--- src/rtl/cmdlist_pkg.sv ---
package cmdlist_pkg;

  localparam int IDX_W = 16;
  localparam int CNT_W = 11;
  localparam int BE_W  = 4;

  typedef struct packed {
    logic             consec;
    logic [CNT_W-1:0] extra;
    logic [BE_W-1:0]  mask;
    logic [IDX_W-1:0] index;
  } cmd_hdr_t;

  typedef enum logic [2:0] {
    ST_IDLE,
    ST_CHECK,
    ST_DATA,
    ST_HDR,
    ST_EXT
  } seq_state_t;

endpackage

--- src/rtl/cmdlist_fetch.sv ---
module cmdlist_fetch #(
  parameter int PTR_W = 30
) (
  input  logic               clk,
  input  logic               rst_n,
  input  logic               go_i,
  input  logic [PTR_W-1:0]   ptr_i,
  output logic               req_valid_o,
  input  logic               req_ready_i,
  output logic [PTR_W+1:0]   req_addr_o,
  input  logic               rsp_valid_i,
  input  logic [31:0]        rsp_data_i,
  output logic               data_valid_o,
  output logic [31:0]        data_o
);

  logic             pend_q, pend_n;
  logic             outst_q, outst_n;
  logic [PTR_W-1:0] ptr_q;
  logic             ptr_en;

  assign req_valid_o  = pend_q;
  assign req_addr_o   = {ptr_q, 2'b00};
  assign data_valid_o = rsp_valid_i && outst_q;
  assign data_o       = rsp_data_i;

  always_comb begin
    pend_n  = pend_q;
    outst_n = outst_q;
    ptr_en  = 1'b0;
    if (pend_q && req_ready_i) begin
      pend_n  = 1'b0;
      outst_n = 1'b1;
    end
    if (data_valid_o) begin
      outst_n = 1'b0;
    end
    if (go_i) begin
      pend_n = 1'b1;
      ptr_en = 1'b1;
    end
  end

  always_ff @(posedge clk or negedge rst_n) begin
    if (!rst_n) begin
      pend_q  <= 1'b0;
      outst_q <= 1'b0;
      ptr_q   <= '0;
    end else begin
      pend_q  <= pend_n;
      outst_q <= outst_n;
      if (ptr_en) begin
        ptr_q <= ptr_i;
      end
    end
  end

endmodule

--- src/rtl/cmdlist_decode.sv ---
module cmdlist_decode
  import cmdlist_pkg::*;
#(
  parameter int MW = 28
) (
  input  logic [31:0]   word_i,
  output cmd_hdr_t      hdr_o,
  output logic [MW-1:0] bitmask_o
);

  assign hdr_o = cmd_hdr_t'(word_i);

  for (genvar b = 0; b < MW; b++) begin : g_bit
    assign bitmask_o[b] = hdr_o.mask[b/8];
  end

endmodule

--- src/rtl/cmdlist_chan.sv ---
module cmdlist_chan #(
  parameter int          NCH     = 2,
  parameter int          SIZE_W  = 20,
  parameter int          CADDR_W = 28,
  parameter int          PTR_W   = 30,
  parameter logic [15:0] BASE    = 16'h0238,
  localparam int         LEN_W   = SIZE_W + 1
) (
  input  logic               clk,
  input  logic               rst_n,
  input  logic               wr_en_i,
  input  logic [15:0]        wr_idx_i,
  input  logic [CADDR_W-1:0] wr_data_i,
  input  logic [CADDR_W-1:0] wr_bits_i,
  output logic               jump_o,
  output logic [PTR_W-1:0]   jump_head_o,
  output logic [LEN_W-1:0]   jump_len_o
);

  logic [NCH-1:0]            trig;
  logic [NCH-1:0][PTR_W-1:0] head_v;
  logic [NCH-1:0][LEN_W-1:0] len_v;

  for (genvar c = 0; c < NCH; c++) begin : g_ch
    localparam logic [15:0] SZ_IDX = BASE + 16'(c);
    localparam logic [15:0] AD_IDX = BASE + 16'(NCH + c);
    localparam logic [15:0] TR_IDX = BASE + 16'(2 * NCH + c);

    logic [SIZE_W-1:0]  size_q;
    logic [CADDR_W-1:0] addr_q;
    logic               size_en, addr_en;

    assign size_en = wr_en_i && (wr_idx_i == SZ_IDX);
    assign addr_en = wr_en_i && (wr_idx_i == AD_IDX);

    always_ff @(posedge clk or negedge rst_n) begin
      if (!rst_n) begin
        size_q <= '0;
        addr_q <= '0;
      end else begin
        if (size_en) begin
          size_q <= (size_q & ~wr_bits_i[SIZE_W-1:0]) |
                    (wr_data_i[SIZE_W-1:0] & wr_bits_i[SIZE_W-1:0]);
        end
        if (addr_en) begin
          addr_q <= (addr_q & ~wr_bits_i) | (wr_data_i & wr_bits_i);
        end
      end
    end

    assign trig[c]   = wr_en_i && (wr_idx_i == TR_IDX);
    assign head_v[c] = PTR_W'({addr_q, 1'b0});
    assign len_v[c]  = {size_q, 1'b0};
  end

  assign jump_o = |trig;

  always_comb begin
    jump_head_o = '0;
    jump_len_o  = '0;
    for (int c = 0; c < NCH; c++) begin
      if (trig[c]) begin
        jump_head_o = head_v[c];
        jump_len_o  = len_v[c];
      end
    end
  end

endmodule

--- src/rtl/cmdlist_proc.sv ---
module cmdlist_proc
  import cmdlist_pkg::*;
#(
  parameter int          ADDR_W    = 32,
  parameter int          SIZE_W    = 20,
  parameter int          CADDR_W   = 28,
  parameter logic [15:0] IRQ_INDEX = 16'h0010,
  parameter logic [15:0] CHAN_BASE = 16'h0238,
  localparam int         PTR_W     = ADDR_W - 2,
  localparam int         LEN_W     = SIZE_W + 1
) (
  input  logic              clk,
  input  logic              rst_n,
  input  logic              start_i,
  input  logic [PTR_W-1:0]  start_word_i,
  input  logic [LEN_W-1:0]  start_len_i,
  output logic              busy_o,
  output logic              done_o,
  output logic              mem_req_valid_o,
  input  logic              mem_req_ready_i,
  output logic [ADDR_W-1:0] mem_req_addr_o,
  input  logic              mem_rsp_valid_i,
  input  logic [31:0]       mem_rsp_data_i,
  output logic              wr_valid_o,
  output logic [15:0]       wr_index_o,
  output logic [31:0]       wr_data_o,
  output logic [3:0]        wr_be_o,
  output logic              irq_o
);

  seq_state_t       state_q, state_n;
  logic [PTR_W-1:0] cur_q, cur_n, end_q, end_n, aligned;
  logic             cur_en, end_en;
  logic             par_q, par_n, par_en;
  logic [31:0]      data_q, hdr_q;
  logic             data_en, hdr_en;
  logic [IDX_W-1:0] idx_q, idx_n;
  logic             idx_en;
  logic [CNT_W-1:0] cnt_q, cnt_n;
  logic             cnt_en;

  logic             go;
  logic [PTR_W-1:0] go_ptr;
  logic             rd_valid;
  logic [31:0]      rd_data;

  logic [31:0]        hdr_word;
  cmd_hdr_t           dec;
  logic [CADDR_W-1:0] dec_bits;

  logic             wr_req;
  logic [IDX_W-1:0] wr_idx_c;
  logic [31:0]      wr_data_c;
  logic             done_n;

  logic             jump;
  logic [PTR_W-1:0] jump_head;
  logic [LEN_W-1:0] jump_len;

  logic             wr_valid_q, irq_q, done_q;
  logic [IDX_W-1:0] wr_idx_q;
  logic [31:0]      wr_data_q;
  logic [BE_W-1:0]  wr_be_q;

  cmdlist_fetch #(.PTR_W(PTR_W)) u_fetch (
    .clk          (clk),
    .rst_n        (rst_n),
    .go_i         (go),
    .ptr_i        (go_ptr),
    .req_valid_o  (mem_req_valid_o),
    .req_ready_i  (mem_req_ready_i),
    .req_addr_o   (mem_req_addr_o),
    .rsp_valid_i  (mem_rsp_valid_i),
    .rsp_data_i   (mem_rsp_data_i),
    .data_valid_o (rd_valid),
    .data_o       (rd_data)
  );

  assign hdr_word = (state_q == ST_HDR) ? rd_data : hdr_q;

  cmdlist_decode #(.MW(CADDR_W)) u_decode (
    .word_i    (hdr_word),
    .hdr_o     (dec),
    .bitmask_o (dec_bits)
  );

  cmdlist_chan #(
    .NCH     (2),
    .SIZE_W  (SIZE_W),
    .CADDR_W (CADDR_W),
    .PTR_W   (PTR_W),
    .BASE    (CHAN_BASE)
  ) u_chan (
    .clk         (clk),
    .rst_n       (rst_n),
    .wr_en_i     (wr_req),
    .wr_idx_i    (wr_idx_c),
    .wr_data_i   (wr_data_c[CADDR_W-1:0]),
    .wr_bits_i   (dec_bits),
    .jump_o      (jump),
    .jump_head_o (jump_head),
    .jump_len_o  (jump_len)
  );

  assign aligned = cur_q + PTR_W'(cur_q[0] ^ par_q);

  always_comb begin
    state_n   = state_q;
    cur_n     = cur_q;
    cur_en    = 1'b0;
    end_n     = end_q;
    end_en    = 1'b0;
    par_n     = par_q;
    par_en    = 1'b0;
    data_en   = 1'b0;
    hdr_en    = 1'b0;
    idx_n     = idx_q;
    idx_en    = 1'b0;
    cnt_n     = cnt_q;
    cnt_en    = 1'b0;
    go        = 1'b0;
    go_ptr    = cur_q;
    wr_req    = 1'b0;
    wr_idx_c  = idx_q;
    wr_data_c = rd_data;
    done_n    = 1'b0;
    unique case (state_q)
      ST_IDLE: begin
        if (start_i) begin
          cur_n   = start_word_i;
          cur_en  = 1'b1;
          end_n   = start_word_i + PTR_W'(start_len_i);
          end_en  = 1'b1;
          par_n   = start_word_i[0];
          par_en  = 1'b1;
          state_n = ST_CHECK;
        end
      end
      ST_CHECK: begin
        if (cur_q >= end_q) begin
          done_n  = 1'b1;
          state_n = ST_IDLE;
        end else begin
          go      = 1'b1;
          go_ptr  = aligned;
          cur_n   = aligned + PTR_W'(1);
          cur_en  = 1'b1;
          state_n = ST_DATA;
        end
      end
      ST_DATA: begin
        if (rd_valid) begin
          data_en = 1'b1;
          go      = 1'b1;
          go_ptr  = cur_q;
          cur_n   = cur_q + PTR_W'(1);
          cur_en  = 1'b1;
          state_n = ST_HDR;
        end
      end
      ST_HDR, ST_EXT: begin
        if (rd_valid) begin
          wr_req = |dec.mask;
          idx_en = 1'b1;
          cnt_en = 1'b1;
          if (state_q == ST_HDR) begin
            hdr_en    = 1'b1;
            wr_idx_c  = dec.index;
            wr_data_c = data_q;
            idx_n     = dec.index + IDX_W'(dec.consec);
            cnt_n     = dec.extra;
          end else begin
            idx_n = idx_q + IDX_W'(dec.consec);
            cnt_n = cnt_q - CNT_W'(1);
          end
          if (jump) begin
            cur_n   = jump_head;
            cur_en  = 1'b1;
            end_n   = jump_head + PTR_W'(jump_len);
            end_en  = 1'b1;
            par_n   = 1'b0;
            par_en  = 1'b1;
            state_n = ST_CHECK;
          end else if (cnt_n == '0) begin
            state_n = ST_CHECK;
          end else begin
            go      = 1'b1;
            go_ptr  = cur_q;
            cur_n   = cur_q + PTR_W'(1);
            cur_en  = 1'b1;
            state_n = ST_EXT;
          end
        end
      end
      default: state_n = ST_IDLE;
    endcase
  end

  always_ff @(posedge clk or negedge rst_n) begin
    if (!rst_n) begin
      state_q    <= ST_IDLE;
      cur_q      <= '0;
      end_q      <= '0;
      par_q      <= 1'b0;
      data_q     <= '0;
      hdr_q      <= '0;
      idx_q      <= '0;
      cnt_q      <= '0;
      wr_valid_q <= 1'b0;
      wr_idx_q   <= '0;
      wr_data_q  <= '0;
      wr_be_q    <= '0;
      irq_q      <= 1'b0;
      done_q     <= 1'b0;
    end else begin
      state_q <= state_n;
      if (cur_en)  cur_q  <= cur_n;
      if (end_en)  end_q  <= end_n;
      if (par_en)  par_q  <= par_n;
      if (data_en) data_q <= rd_data;
      if (hdr_en)  hdr_q  <= rd_data;
      if (idx_en)  idx_q  <= idx_n;
      if (cnt_en)  cnt_q  <= cnt_n;
      wr_valid_q <= wr_req;
      if (wr_req) begin
        wr_idx_q  <= wr_idx_c;
        wr_data_q <= wr_data_c;
        wr_be_q   <= dec.mask;
      end
      irq_q  <= wr_req && (wr_idx_c == IRQ_INDEX);
      done_q <= done_n;
    end
  end

  assign busy_o     = (state_q != ST_IDLE);
  assign done_o     = done_q;
  assign wr_valid_o = wr_valid_q;
  assign wr_index_o = wr_idx_q;
  assign wr_data_o  = wr_data_q;
  assign wr_be_o    = wr_be_q;
  assign irq_o      = irq_q;

endmodule

--- config.mk ---
export PLATFORM = sky130hd
export DESIGN_NAME = cmdlist_proc
export DESIGN_NICKNAME = d
export VERILOG_FILES = /design/src/rtl/cmdlist_pkg.sv /design/src/rtl/cmdlist_fetch.sv /design/src/rtl/cmdlist_decode.sv /design/src/rtl/cmdlist_chan.sv /design/src/rtl/cmdlist_proc.sv
export SDC_FILE = /design/constraint.sdc
export NUM_CORES = 1
export LEC_CHECK = 0
export CAP_MARGIN = 25
export CORE_MARGIN = 2
export CORE_UTILIZATION = 45
export DETAILED_ROUTE_END_ITERATION = 6
export DONT_BUFFER_PORTS = 1
export GPL_ROUTABILITY_DRIVEN = 0
export PLACE_DENSITY = 0.65
export SETUP_SLACK_MARGIN = 0.3
export SYNTH_ARGS = -nofsm -noshare
export SYNTH_HDL_FRONTEND = slang
export SYNTH_SLANG_ARGS = --single-unit
--- constraint.sdc ---
create_clock -name clk -period 7.15 [get_ports clk]
set_input_delay 0.3575 -clock clk [delete_from_list [all_inputs] [get_ports clk]]
set_output_delay 0.3575 -clock clk [all_outputs]
set_load 0.05 [all_outputs]
==> results of run 1 <==
[logic make-up (layout without fill, tap and decap cells)]
family | count (synthesis) | count (layout) | synth area share [%]
buf+inv | 226 | 194 | 4.597
simple gates | 766 | 766 | 18.27
mux | 85 | 85 | 4.559
xor+xnor | 94 | 94 | 4.195
other cells | 1 | 3 | 0.01911
compound gates | 733 | 733 | 23.59
flops | 311 | 311 | 39.66
fa+ha+maj | 79 | 79 | 5.113
[synthesized netlist by cell type (all sizes together), types with 31 or more instances]
| library cell | instances | area (um^2) |
|---|---|---|
| ha | 77 | 963.4 |
| nand4 | 40 | 256.5 |
| inv | 67 | 251.5 |
| mux2 | 35 | 394.1 |
| mux2i | 50 | 500.5 |
| dfrtp | 311 | 7782 |
| nor3 | 46 | 235.2 |
| xor2 | 41 | 359.1 |
| a21oi | 174 | 874.6 |
| nand2 | 278 | 1044 |
| o22ai | 33 | 206.5 |
| buf | 31 | 170.2 |
| a22o | 50 | 437.9 |
| o21ai | 212 | 1061 |
| xnor2 | 53 | 464.2 |
| clkbuf | 128 | 480.5 |
| nand3 | 68 | 340.3 |
| a31oi | 55 | 344.1 |
| a21o | 31 | 232.7 |
| nor2 | 185 | 694.4 |
[cells in the final DEF, fill, tap and decap left out, drive strengths merged, types with 31 or more instances in the layout]
cell / n
a21oi: 174
dlygate4sd3: 37
nand3: 68
nor3: 46
a22o: 50
nor2: 185
o21ai: 212
o22ai: 33
a31oi: 55
ha: 77
xnor2: 53
a21o: 31
xor2: 41
nand4: 40
mux2: 35
mux2i: 50
nand2: 278
dfrtp: 311
clkbuf: 51
inv: 68
[layout make-up]
cell class / instances / area [um^2]
Fill cell: 4029 / 21460
Multi-Input combinational cell: 1759 / 11000
Sequential cell: 311 / 7782
Clock buffer: 51 / 1057
Tap cell: 585 / 732.0
Inverter: 67 / 251.5
Timing Repair Buffer: 63 / 585.6
Antenna cell: 1 / 2.502
Clock inverter: 13 / 211.5
[worst max-delay path: stages (launching register included)]
cell and delay, ps:
dfrtp_1 620, and3b_2 310, buf_4 440, nand2_1 170
mux2i_1 480, nand3_1 290, nor2b_2 460, buf_4 440
a22o_1 220, ha_1 280, o21ai_0 90, nor2_1 90
o311ai_0 510, a21oi_1 280, or3_1 450, a31oi_1 340
nor2_1 100, o32a_1 340
[per-layer routing]
metal,wire (um),vias up,global-route usage (%)
met3,5853,118,7.030
met5,46,-,0
met1,27760,8636,39.33
met4,1976,6,8.946
met2,28840,772,44.37
li1,-,8273,-
[metrics by stage]
stage                     instances  total power [mW]  utilization, %
after CTS                      2848             8.609           50.16
after global placement         2747             6.498           46.31
after floorplan                2296             5.690               -
after detailed placement       2748             6.614           46.38
final                          2850             8.634           50.19
after global routing           2849             9.169           50.18
[worst max path at each step]
stage               start   endpoint  slack, ps
2_1_floorplan  state_q[0]  end_q[22]       2200
3_3_place_gp   state_q[1]  end_q[22]       1470
3_5_place_dp   state_q[1]  end_q[22]       1200
4_1_cts        state_q[1]  end_q[22]       1170
5_1_grt        state_q[1]  end_q[28]        660
6_report       state_q[1]  end_q[22]       1080
[power by group through the flow]
stage | Clock, mW | Sequential (mW) | Combinational [mW]
after global routing | 2.07 | 3.66 | 3.44
after CTS | 1.99 | 3.57 | 3.05
after detailed placement | 0 | 3.60 | 3.02
after global placement | 0 | 3.57 | 2.92
after floorplan | 0 | 3.25 | 2.44
final | 1.96 | 3.57 | 3.10
==> implementation parameters, run 1 <==
Parameter                              Value

Timing
  Pins Over Slew Limit    0
  Post-route worst setup slack    about 1100 ps
  Setup TNS after final layout    0 ps
  Worst max-slew margin expressed relative to the limit    32.33%
  Period Utilization, post-route    84.90%
  Final hold violation count    around 310
  Shortest clock period the worst path allows after layout    6070 ps
  Fmax    164.7 MHz
  Measured slew at the worst slew-check pin    1006 ps
  RSZ-0062 raised after global routing    false
  Worst hold margin    -500.0 ps
  Endpoints failing setup    0
  Layout Skew    26.14 ps

CTS
  Cts bufs inserted    36
  Number of hold buffers added after CTS    36
  Max Buffers Root-to-Sink    3
  Sinks on the clock net    311
  Cell at the root of the clock tree    clkbuf_16
  Clock insertion delay at the later pin of the skew report    580 ps
  Buffer count from post-CTS setup fixing    0
  Clock tree from TritonCTS    built
  Number of cells upsized or downsized after cts    0
  Worst-path clk slew    70 ps
  # H-tree levels    2

Critical path
  Endpoint of the lowest-slack register-to-register path    end_q[22]
  Worst r2r path cells    17
  Type of the setup path with the least slack    reg -> reg
  Required arrival time at the worst endpoint    7590 ps
  Category of the worst setup path launch point    flop
  Critical Path Sink Type    flop
  CP Max Fanout    46
  Slack of the worst reg-to-reg path    1080 ps
  Launch instance of the worst register-to-register path    state_q[1]
  Arrival time at the worst endpoint    between 6000 and 7000 ps

Power
  Proportion of total power due to net switching    46.30%
  Sw Pwr    3.997 mW
  Share of power burned in registers    41.4%
  Static Leak    9.275 nW
  Combinational Power Share    a little over a third
  IR drop worst, VDD    0.0002357 V
  Portion of total power attributed to the clock network    ~23%
  Cell area power density    399.4 mW/mm^2
  Int Pwr    4.636 mW

Global routing
  Global-route wire length before repair    between 100000 and 150000 um
  GR Overflow Total    0
  Antenna violations before repair    3
  Global Route Usage Sum    28.60%
  Maximum number of pins on one net before global-route repair    ~310
  Vias in the first global route    16941

Drt
  DRC violations left    0
  Routed length per instance    approximately 23 um
  Wire length after detailed routing    64480 um
  Pre-Repair DR Iteration Count    6
  Routed vias/inst    6.247
  Via count of the routed design    17805
  Initial detailed-routing violation count    1730
  ANT nets after route    0

Floorplan
  Effective utilization at floorplan    a little under half
  IO Pins    roughly 180
  Placement Rows    between 70 and 80
  Placeable core region    0.04308 mm^2
  Die width    ~210 um
  Die area    ~0.045 mm^2
  Vertical die dimension    212.8 um

Synthesis
  Post-synthesis instance area    approximately 0.020 mm^2
  Post-Synthesis Cells    2295
  Distinct cells, synth    81
  Yosys reg bits    ~310
  Average footprint of a synthesized cell    8.551 um^2
  Number of flops mapped to enable cells by yosys    0
  Post-synthesis sequential area ratio    between 30% and 40%
  Fraction of registers with async set/reset    100.0%
  Main flop type after synthesis    dfrtp_1
  YS warnings    0

Placed design
  HPWL Detailed    between 40000 and 50000 um
  Worst slack at placement    1195 ps
  Number of buffer cells added on primary ports    0
  Post-Place Cell Area    0.01998 mm^2

Final layout
  Share of post-route cells with drive strength above 1    6.625%
  Area added between synthesis and finish    10.16%
  Post-layout net count    about 2400
  Non-Filler Cell Area, Final    0.02162 mm^2

Worst hold path
  Hold crit path type    in -> async

Outcome
  Outcome    finished with violations
  Violations in the final reports    hold timing

Job
  Maximum Capacitance Violations    0
Power figures use the tool's default switching activity.
==> run 2, diff against run 1 <==
ABC_AREA = 1   (was not set)
PLACE_DENSITY = 0.67   (was 0.65)
clock period = 5.4 ns   (was 7.15 ns; I/O delays follow)
==> implementation parameters, run 2 <==
Parameter                              Value

Synthesis
  YS warnings    0
  Average footprint of a synthesized cell    7.159 um^2
  Post-synthesis instance area    0.02058 mm^2
  Yosys reg bits    311
  Main flop type after synthesis    dfrtp_1
  Fraction of post-synthesis cell area in the top cell type by area    37.81%
  Number of flops mapped to enable cells by yosys    0
  Fraction of registers with async set/reset    100.0%
  Post-Synthesis Cells    2875
  Largest cells by area after synthesis    dfrtp_1 (38%), nand2_1 (15%), o21ai_0 (11%)
  Distinct cells, synth    68
  Dominant cell by count in the synthesized netlist    nand2_1
  Post-synthesis sequential area ratio    around 38%
  Most instantiated cells after synthesis    nand2_1 (799), o21ai_0 (439), dfrtp_1 (311), inv_1 (301), nor2_1 (193)
  Largest area contributor in the synthesized netlist    dfrtp_1

Power
  Share of power burned in registers    around 38%
  Portion of total power attributed to the clock network    between 20 and 25%
  Cell area power density    558.1 mW/mm^2
  Proportion of total power due to net switching    50.83%
  Static Leak    10.77 nW
  Int Pwr    ~6.3 mW
  Power, Total    12.79 mW
  IR drop worst, VDD    around 0.00034 V
  Combinational Power Share    41.7%
  Sw Pwr    6.500 mW

Drt
  Pre-Repair DR Iteration Count    7
  Wire length after detailed routing    between 60000 and 70000 um
  Routed length per instance    a little under 20 um
  Initial detailed-routing violation count    between 2000 and 2500
  ANT nets after route    0
  DRC violations left    1
  Routed vias/inst    ~5.7
  Via count of the routed design    20144

Final layout
  Share of post-route cells with drive strength above 1    ~7.0%
  Post-layout net count    about 3000
  Most frequent cells in the layout    nand2_1 (796), o21ai_0 (439), dfrtp_1 (308), inv_1 (301), nor2_1 (192)
  Area added between synthesis and finish    11.34%
  Most common cell after layout, fill and taps aside    nand2_1

Timing
  RSZ-0062 raised after global routing    false
  Setup TNS after final layout    0 ps
  Final hold violation count    311
  Worst max-slew margin expressed relative to the limit    27.39%
  Worst hold margin    -584.7 ps
  Endpoints failing setup    0
  Shortest clock period the worst path allows after layout    4649 ps
  Measured slew at the worst slew-check pin    ~1100 ps
  Pins Over Slew Limit    0
  Period Utilization, post-route    86.09%
  Layout Skew    31.46 ps
  Fmax    215.1 MHz

Global routing
  Maximum number of pins on one net before global-route repair    approximately 310
  Global-route wire length before repair    107400 um
  Vias in the first global route    19126
  Antenna violations before repair    4
  Global Route Usage Sum    between 20% and 30%
  GR Overflow Total    0

Floorplan
  Placeable core region    0.04528 mm^2
  Vertical die dimension    217.9 um
  IO Pins    177
  Die area    0.04746 mm^2
  Effective utilization at floorplan    around 45%
  Die width    approximately 220 um
  Placement Rows    78

Critical path
  Launch instance of the worst register-to-register path    state_q[2]
  Critical Path Sink Type    flop
  Arrival time at the worst endpoint    5100 ps
  Slowest stage cell, crit path    dfrtp_4
  CP Max Fanout    15
  Most frequent cell on the critical path    nand2_1
  Slack of the worst reg-to-reg path    around 750 ps
  Endpoint of the lowest-slack register-to-register path    end_q[24]
  Category of the worst setup path launch point    flop
  Type of the setup path with the least slack    reg -> reg
  Stage delay of the slowest cell on the critical path    580 ps
  Worst r2r path cells    24
  Required arrival time at the worst endpoint    roughly 5900 ps
  Cells along the critical path    inv_4 -> nand3_4 -> nand2_1 -> nand2_1 -> nand2_1 -> nand2_1 -> nor2_1 -> nand2_2 -> nor2_8 -> nand3_4 -> buf_4 -> o211ai_1 -> inv_1 -> ha_1 -> a21oi_1 -> o21a_1 -> o221a_2 -> nand3_1 -> nand3_1 -> nand2_2 -> nand3_1 -> nand2_1 -> a21oi_1 -> nor2_1

CTS
  Worst-path clk slew    60 ps
  Clock insertion delay at the later pin of the skew report    570 ps
  Cts bufs inserted    38
  Number of hold buffers added after CTS    52
  Max Buffers Root-to-Sink    3
  Cell at the root of the clock tree    clkbuf_16
  # H-tree levels    2
  Sinks on the clock net    between 300 and 400
  Clock tree from TritonCTS    built

Worst hold path
  Hold crit path type    in -> async

Placed design
  HPWL Detailed    between 50000 and 60000 um
  Number of buffer cells added on primary ports    0

Outcome
  Outcome    finished with violations
  Violations in the final reports    DRC, hold timing

Job
  Maximum Capacitance Violations    0
-- run 2: critical path: cells and delay by family, from the launching register on --
kind,cells,cell delay [ps]
adders and majority gates,1,400
AOI/OAI and AO/OA,5,1210
and+or+nand+nor,15,1830
buffers and inverters,3,490
DFF,1,580
-- run 2: cells by family (layout without fill, tap and decap cells) --
| family | after synthesis | in the layout | share of synthesized area, % |
|---|---|---|---|
| buf+inv | 427 | 469 | 8.730 |
| mux | 1 | 1 | 0.05471 |
| fa+ha+maj | 79 | 79 | 4.876 |
| compound gates | 680 | 680 | 17.66 |
| xor+xnor | 75 | 75 | 3.192 |
| other cells | 1 | 6 | 0.01822 |
| simple gates | 1301 | 1304 | 27.66 |
| flops | 311 | 311 | 37.81 |
-- run 2: power by group through the flow --
stage	logic, mW	clock network [mW]	registers, mW
3_3_place_gp	4.96	0	4.83
6_report	5.33	2.64	4.83
4_1_cts	5.17	2.69	4.81
2_1_floorplan	3.99	0	4.55
5_1_grt	6.00	2.78	4.92
3_5_place_dp	5.10	0	4.85
-- run 2: routing by layer --
layer  vias up  GRT usage, %  wire length (um)
met4         2         14.22              3557
met3       211         5.900              6415
met5         -             0                13
li1       9542             -                 -
met2       975         45.02             30680
met1      9414         38.32             28480
-- run 2: worst max-delay path by stage --
stage	slack (ps)	endpoint	from	cells after the start
2_1_floorplan	1290	end_q[25]	state_q[2]	31
3_3_place_gp	580	end_q[25]	state_q[2]	22
3_5_place_dp	450	end_q[25]	state_q[1]	27
4_1_cts	430	end_q[25]	state_q[1]	27
5_1_grt	290	end_q[11]	state_q[2]	25
6_report	750	end_q[24]	state_q[2]	24
-- run 2: layout make-up --
cell class	count	area [um^2]
fillers	4408	22370
multi-input cells	2141	11090
flip-flops and latches	311	7789
inverters	315	1187
clock buffers	49	1052
repair buffers	85	790.8
well taps	600	750.7
clock inverters	20	244.0
diodes	4	10.01
-- run 2: per-stage QoR --
step | cell area (um^2) | util [%] | setup slack [ps] | std cells | hold slack (ps)
4_1_cts | 22760 | 50.27 | 429.8 | 3510 | -610.6
3_5_place_dp | 20950 | 46.26 | 447.5 | 3389 | -7.680
3_3_place_gp | 20920 | 46.20 | 583.8 | 3387 | -9.472
6_report | 22910 | 50.60 | 750.9 | 3525 | -584.7
2_1_floorplan | 20580 | - | 1291 | 2876 | -25.59
5_1_grt | 22910 | 50.59 | 286.9 | 3523 | -604.1
-- run 2: what timing repair did --
item	4_1_cts	5_1_grt
setup buffers	0	8
resized for setup	0	12
hold endpoints to repair	385	311
endpoints found under the setup margin	0	17
